$ cat src/rtl/atd_pkg.sv
package atd_pkg;

   // Width of an index able to name n items (at least one bit).
   function automatic int unsigned bits_for(int unsigned n);
      return (n > 1) ? $clog2(n) : 1;
   endfunction

   // Exact log2 of a power of two (0 for n == 1).
   function automatic int unsigned log2_exact(int unsigned n);
      return (n > 1) ? $clog2(n) : 0;
   endfunction

endpackage

$ cat src/rtl/atd_tag_match.sv
module atd_tag_match #(
   parameter int unsigned WAYS  = 2,
   parameter int unsigned TAG_W = 7,
   parameter int unsigned WAY_W = 1
) (
   input  logic [WAYS-1:0]             way_valid,
   input  logic [WAYS-1:0][TAG_W-1:0]  way_tag,
   input  logic [TAG_W-1:0]            look_tag,
   output logic                        hit,
   output logic [WAY_W-1:0]            hit_way
);

   logic [WAYS-1:0] eq;

   // one comparator per way, all in parallel
   for (genvar w = 0; w < WAYS; w++) begin : g_cmp
      assign eq[w] = way_valid[w] && (way_tag[w] == look_tag);
   end

   assign hit = |eq;

   always_comb begin
      hit_way = '0;
      for (int w = 0; w < WAYS; w++) begin
         if (eq[w]) hit_way = hit_way | WAY_W'(w);
      end
   end

endmodule

$ cat src/rtl/atd_victim_pick.sv
module atd_victim_pick #(
   parameter int unsigned WAYS  = 2,
   parameter int unsigned WAY_W = 1,
   parameter int unsigned AGE_W = 1
) (
   input  logic [WAYS-1:0]             way_valid,
   input  logic [WAYS-1:0][AGE_W-1:0]  way_age,
   output logic [WAY_W-1:0]            victim,
   output logic                        set_full
);

   if (WAYS == 1) begin : g_direct
      // no choice to make
      assign victim   = '0;
      assign set_full = way_valid[0];
   end else begin : g_assoc
      localparam logic [AGE_W-1:0] OLDEST = AGE_W'(WAYS - 1);

      assign set_full = &way_valid;

      always_comb begin
         logic found;
         victim = '0;
         found  = 1'b0;
         // lowest-numbered empty way wins
         for (int w = 0; w < WAYS; w++) begin
            if (!way_valid[w] && !found) begin
               victim = WAY_W'(w);
               found  = 1'b1;
            end
         end
         // otherwise the way carrying the oldest age
         if (!found) begin
            for (int w = 0; w < WAYS; w++) begin
               if (way_age[w] == OLDEST) victim = WAY_W'(w);
            end
         end
      end
   end

endmodule

$ cat src/rtl/atd_age_update.sv
module atd_age_update #(
   parameter int unsigned WAYS  = 2,
   parameter int unsigned WAY_W = 1,
   parameter int unsigned AGE_W = 1
) (
   input  logic [WAYS-1:0][AGE_W-1:0]  old_age,
   input  logic [WAY_W-1:0]            touched,
   output logic [WAYS-1:0][AGE_W-1:0]  new_age
);

   if (WAYS == 1) begin : g_direct
      assign new_age = '0;
   end else begin : g_assoc
      logic [AGE_W-1:0] pivot;
      assign pivot = old_age[touched];

      for (genvar w = 0; w < WAYS; w++) begin : g_way
         always_comb begin
            if (WAY_W'(w) == touched)   new_age[w] = '0;
            else if (old_age[w] < pivot) new_age[w] = old_age[w] + AGE_W'(1);
            else                         new_age[w] = old_age[w];
         end
      end
   end

endmodule

$ cat src/rtl/assoc_tag_dir.sv
module assoc_tag_dir
   import atd_pkg::*;
#(
   parameter int unsigned NUM_BLOCKS = 4,
   parameter int unsigned WAYS       = 2,
   parameter int unsigned ADDR_W     = 8,
   parameter int unsigned DATA_W     = 16
) (
   input  logic                          clk,
   input  logic                          rst_n,
   input  logic                          req_valid,
   input  logic [ADDR_W-1:0]             req_blk,
   input  logic [DATA_W-1:0]             req_fill_data,
   output logic                          rsp_valid,
   output logic                          rsp_hit,
   output logic [bits_for(WAYS)-1:0]     rsp_way,
   output logic                          rsp_evict_valid,
   output logic [ADDR_W-1:0]             rsp_evict_blk,
   output logic [DATA_W-1:0]             rsp_data
);

   localparam int unsigned SETS     = NUM_BLOCKS / WAYS;
   localparam int unsigned LOG_SETS = log2_exact(SETS);
   localparam int unsigned SET_W    = bits_for(SETS);
   localparam int unsigned WAY_W    = bits_for(WAYS);
   localparam int unsigned AGE_W    = WAY_W;
   localparam int unsigned TAG_W    = ADDR_W - LOG_SETS;

   // elaboration-time parameter checks
   if (WAYS == 0 || NUM_BLOCKS % WAYS != 0) begin : g_bad_ways
      $error("WAYS must divide NUM_BLOCKS");
   end
   if ((SETS & (SETS - 1)) != 0) begin : g_bad_sets
      $error("set count must be a power of two");
   end
   if (ADDR_W <= LOG_SETS) begin : g_bad_addr
      $error("ADDR_W too small for the set index");
   end

   // storage
   logic [WAYS-1:0]                 valid_q [SETS];
   logic [WAYS-1:0][TAG_W-1:0]      tag_q   [SETS];
   logic [WAYS-1:0][DATA_W-1:0]     data_q  [SETS];
   logic [WAYS-1:0][AGE_W-1:0]      age_q   [SETS];

   // address split
   logic [SET_W-1:0]  set_idx;
   logic [TAG_W-1:0]  look_tag;

   assign look_tag = req_blk[ADDR_W-1:LOG_SETS];

   if (SETS == 1) begin : g_one_set
      assign set_idx = '0;
   end else begin : g_many_sets
      assign set_idx = req_blk[LOG_SETS-1:0];
   end

   // lookup of the selected set
   logic                        hit;
   logic [WAY_W-1:0]            hit_way;
   logic [WAY_W-1:0]            vic_way;
   logic                        set_full;
   logic [WAY_W-1:0]            touched;
   logic [WAYS-1:0][AGE_W-1:0]  next_age;
   logic [TAG_W-1:0]            vic_tag;
   logic [ADDR_W-1:0]           vic_blk;
   logic [DATA_W-1:0]           out_data;

   atd_tag_match #(
      .WAYS  (WAYS),
      .TAG_W (TAG_W),
      .WAY_W (WAY_W)
   ) u_match (
      .way_valid (valid_q[set_idx]),
      .way_tag   (tag_q[set_idx]),
      .look_tag  (look_tag),
      .hit       (hit),
      .hit_way   (hit_way)
   );

   atd_victim_pick #(
      .WAYS  (WAYS),
      .WAY_W (WAY_W),
      .AGE_W (AGE_W)
   ) u_victim (
      .way_valid (valid_q[set_idx]),
      .way_age   (age_q[set_idx]),
      .victim    (vic_way),
      .set_full  (set_full)
   );

   assign touched = hit ? hit_way : vic_way;

   atd_age_update #(
      .WAYS  (WAYS),
      .WAY_W (WAY_W),
      .AGE_W (AGE_W)
   ) u_age (
      .old_age (age_q[set_idx]),
      .touched (touched),
      .new_age (next_age)
   );

   assign vic_tag = tag_q[set_idx][vic_way];

   if (SETS == 1) begin : g_evb_one
      assign vic_blk = vic_tag;
   end else begin : g_evb_many
      assign vic_blk = {vic_tag, set_idx};
   end

   assign out_data = hit ? data_q[set_idx][hit_way] : req_fill_data;

   // valid bits, recency and response
   always_ff @(posedge clk) begin
      if (!rst_n) begin
         rsp_valid       <= 1'b0;
         rsp_hit         <= 1'b0;
         rsp_way         <= '0;
         rsp_evict_valid <= 1'b0;
         rsp_evict_blk   <= '0;
         rsp_data        <= '0;
         for (int s = 0; s < SETS; s++) begin
            valid_q[s] <= '0;
            for (int w = 0; w < WAYS; w++) begin
               age_q[s][w] <= AGE_W'(w);
            end
         end
      end else begin
         rsp_valid <= req_valid;
         if (req_valid) begin
            rsp_hit         <= hit;
            rsp_way         <= touched;
            rsp_evict_valid <= !hit && set_full;
            rsp_evict_blk   <= vic_blk;
            rsp_data        <= out_data;
            age_q[set_idx]  <= next_age;
            if (!hit) valid_q[set_idx][vic_way] <= 1'b1;
         end
      end
   end

   // tag and data arrays need no reset
   always_ff @(posedge clk) begin
      if (rst_n && req_valid && !hit) begin
         tag_q[set_idx][vic_way]  <= look_tag;
         data_q[set_idx][vic_way] <= req_fill_data;
      end
   end

endmodule

$ cat config.mk
export PLATFORM = sky130hd
export DESIGN_NAME = assoc_tag_dir
export DESIGN_NICKNAME = d
export VERILOG_FILES = /design/src/rtl/atd_pkg.sv /design/src/rtl/atd_tag_match.sv /design/src/rtl/atd_victim_pick.sv /design/src/rtl/atd_age_update.sv /design/src/rtl/assoc_tag_dir.sv
export SDC_FILE = /design/constraint.sdc
export NUM_CORES = 1
export LEC_CHECK = 0
export ABC_AREA = 1
export BUFFER_PORTS_ARGS = -buffer_cell sky130_fd_sc_hd__buf_4
export CAP_MARGIN = 5
export CORE_ASPECT_RATIO = 0.6
export CORE_MARGIN = 2
export CORE_UTILIZATION = 40
export CTS_CLUSTER_DIAMETER = 60
export DETAILED_ROUTE_END_ITERATION = 8
export GPL_TIMING_DRIVEN = 1
export PLACE_DENSITY = 0.64
export SYNTH_ARGS = -nofsm -noshare
export SYNTH_HDL_FRONTEND = slang
export SYNTH_SLANG_ARGS = --single-unit
$ cat constraint.sdc
create_clock -name clk -period 3.16 [get_ports clk]
set_input_delay 0.316 -clock clk [delete_from_list [all_inputs] [get_ports clk]]
set_output_delay 0.316 -clock clk [all_outputs]
set_load 0.05 [all_outputs]
==> impl_results.md <==
* Run status: finished clean
* Area of the mapped netlist at 0.005637 mm²
* Avg Cell Area, Syn at 9.286 µm²
* Unrepaired setup endpoints after global routing: false
* Worst path bufs/invs at 3
* DRC at 0
* RD Place Congestion at 0.9540
* Clock Sinks at 128
* Final setup fails at 0
* CTS root buffer: clkbuf_16
* WS Path Type: flop to flop
* Maximum clock insertion buffer count at 2
* Fillers at 1,287
* Worst-path clk slew at about 60 ps
* Net count of the mapped netlist at about 630
* GRT Residual Overflow at 0
* Main synth FF type: edfxtp_1
* Crit path max-delay family: simple AND/OR/NAND/NOR gates
* First-pass GRT wire length at between 20 and 25 mm
* Min cycle time layout at between 2000 and 2500 ps
* Core Util, Final at between 40% and 50%
* Post-synthesis sequential area ratio at 62.33%
* I/O pin total at 55
* Count of input and output buffers at 54
* Clock network power share at between 40% and 50%
* CP cell instances: nand2_2, nand2_1, nand2_1, nand2_1, nand2_1, nor2_2, nand2_4, inv_4, nor2_1, nand4_1, inv_1, buf_12
* PD cells at roughly 600 mW/mm²
* Top cells by count, synth: nand2_1 (237), edfxtp_1 (95), nand3_1 (70)
* Post-synth EDFFs at 95
* Mapped Cells at 607
* H-tree Lvls at 4
* Slowest-stage cell, CP: edfxtp_1
* Max stage delay on crit path at ~450 ps
* Maximum clock rate at ~0.43 GHz
* Critical Path RT at approximately 3300 ps
* Slew Limit Fails at 0
* Leak at approximately 3 nW
* CTS Buf Count at 17
* Pin count of the biggest net entering global routing at 36
* Switching pwr at between 1 and 1.5 mW
* Worst slew margin at about 63%
* Drt pass-1 iters at 7
* CP max FO at 16
* Placed cell areas at slightly above 0.006 mm²
* Final period utilization at 72.83%
* Synth cell types at 23
* Critical Path Start Type: flop
* Sw Share at approximately a quarter
* Hold Path Class: input port to flop
* Comb power frac at between 9 and 10%
* CP endpoint kind: flop
* Die X at roughly 160 µm
* DP Worst Slack at approximately 470 ps
* Worst path most repeated cell: nand2_1
* Clock skew at 10.10 ps
* Initial antenna violation count at 0
* Asr flop ratio synth at 0%
* CTS tree: yes
* Setup_tns at 0 ps
* Synth-to-layout area growth at 19.71%
* Hold_ws at around 110 ps
* Full die area at about 0.015 mm²
* # diodes at 0
* Top cell type by total area after synthesis: edfxtp_1
* DRT Wirelength at approximately 14 mm
* Critical path arrival at between 2000 and 2500 ps
* Top cells by area, synth: edfxtp_1 (51%), nand2_1 (16%), dfxtp_1 (12%)
* Yosys top cell area share at roughly half
* Max cap viols at 0
* Vias in the first global route at approximately 4,200
* Final WS setup at around 860 ps
* Final HPWL DP at ~9 mm
* Overall Global Routing Usage at between 20 and 25%
* Sequential Power Share at a little under half
* Worst-skew pair later-pin latency at 410 ps
* Die height at between 90 and 100 µm
* Syn. warnings at 0
* Hold-fix buffers, CTS at 0
* Post-DR wirelength/cell at roughly 16 µm
* DRT iter0 DRCs at about 390
* P_int at roughly 3.1 mW
* Design Area, Final at between 0.006 and 0.007 mm²
* Antenna viol nets, final at 0
* Top-count cell post-synth: nand2_1
* Yosys reg bits at about 130
* Routed vias at ~4,300
* Setup Buffers After CTS at 0
* Initial Util at 41.12%
* Worst IR drop on VDD at 0.0002974 V
* Fraction of layout cells with a size suffix above 1 at between 10% and 20%
* Cts repair resizes at 0
* Worst-Margin Slew at roughly 550 ps
* Rows at 33
* Core ar. at ~0.014 mm²
* Drt via density at ~5.0
* Final hold viol count at 0
* Final Net Count at 691
[power groups by stage]
stage,Sequential (mW),Clock (mW),Combinational (mW)
after floorplan,2.00,0,0.177
after global routing,1.89,1.90,0.442
after CTS,1.89,1.83,0.403
after global placement,1.92,0,0.396
after detailed placement,1.92,0,0.400
final,1.89,1.80,0.401
[sequential cells by signal, summed over array words and instances, names as in the netlist]
name             flops
rsp_evict_blk        8
rsp_hit              1
rsp_data            16
rsp_way              1
tag_q               28
rsp_valid            1
age_q                4
valid_q              4
rsp_evict_valid      1
data_q              64
[worst paths after layout]
kind | slack (ps) | cells after the start | end | from
worst max-delay path | 860 | 12 | data_q[0][23] | tag_q[0][11]
worst min-delay path | 110 | 1 | data_q[1][14] | req_fill_data[14]
worst max register to register | 860 | 12 | data_q[0][23] | tag_q[0][11]
worst min register to register | 450 | 2 | valid_q[0][0] | valid_q[0][0]
[kinds of logic after synthesis]
family / Yosys count / share of synthesized area (%)
compound gates: 35 / 3.241
buf+inv: 61 / 5.549
flops: 128 / 62.33
simple gates: 382 / 28.70
mux: 1 / 0.1776
[area by class of cell]
class | count | area, µm² | share of cell area (%)
sequential | 128 | 3513 | 52.07
multi-input combinational | 418 | 1810 | 26.83
tap | 192 | 240.2 | 3.560
clock inverter | 14 | 117.6 | 1.743
inverter | 33 | 128.9 | 1.910
clock buffer | 18 | 429.2 | 6.360
timing repair buffer | 66 | 508.0 | 7.528
[metal layers]
metal	routed length (µm)	part of all wire (%)	track usage, %
met5	0	0	0
met4	133	0.95	5.833
met3	1135	8.1	4.728
met2	5801	41	29.26
met1	6985	50	30.36
[metrics by stage]
stage	power [mW]	instances
2_1_floorplan	2.177	607
4_1_cts	4.120	869
3_3_place_gp	2.317	837
6_report	4.092	869
5_1_grt	4.235	869
3_5_place_dp	2.322	837
[worst register-to-register path, delay by kind of cell (launching register included)]
kind | cells | cell delay (ps)
AND/OR/NAND/NOR | 9 | 980
flip-flops | 1 | 450
buffers and inverters | 3 | 550
[placed cells by master, fill, tap and decap left out]
cell        Yosys  routed
nand2_1       237     237
inv_4           2       2
inv_1          30      30
nand2_2        14      14
dfxtp_1        33      33
o31ai_1         3       3
nor2_1         48      48
clkbuf_1       14       1
bufinv_16       0       1
clkinv_1        1       4
clkbuf_16       0      17
buf_12          1       1
nand2_4         3       3
clkinv_2        0       2
o21ai_0        27      27
clkinvlp_4      0       3
a21oi_1         5       5
buf_4           4      65
nor2_2          3       3
mux2i_1         1       1
clkinv_4        0       4
nand4_1         6       6
edfxtp_1       95      95
inv_6           0       1
nor2_8          1       1
nand3_1        70      70
(Power assumes the default switching activity.)
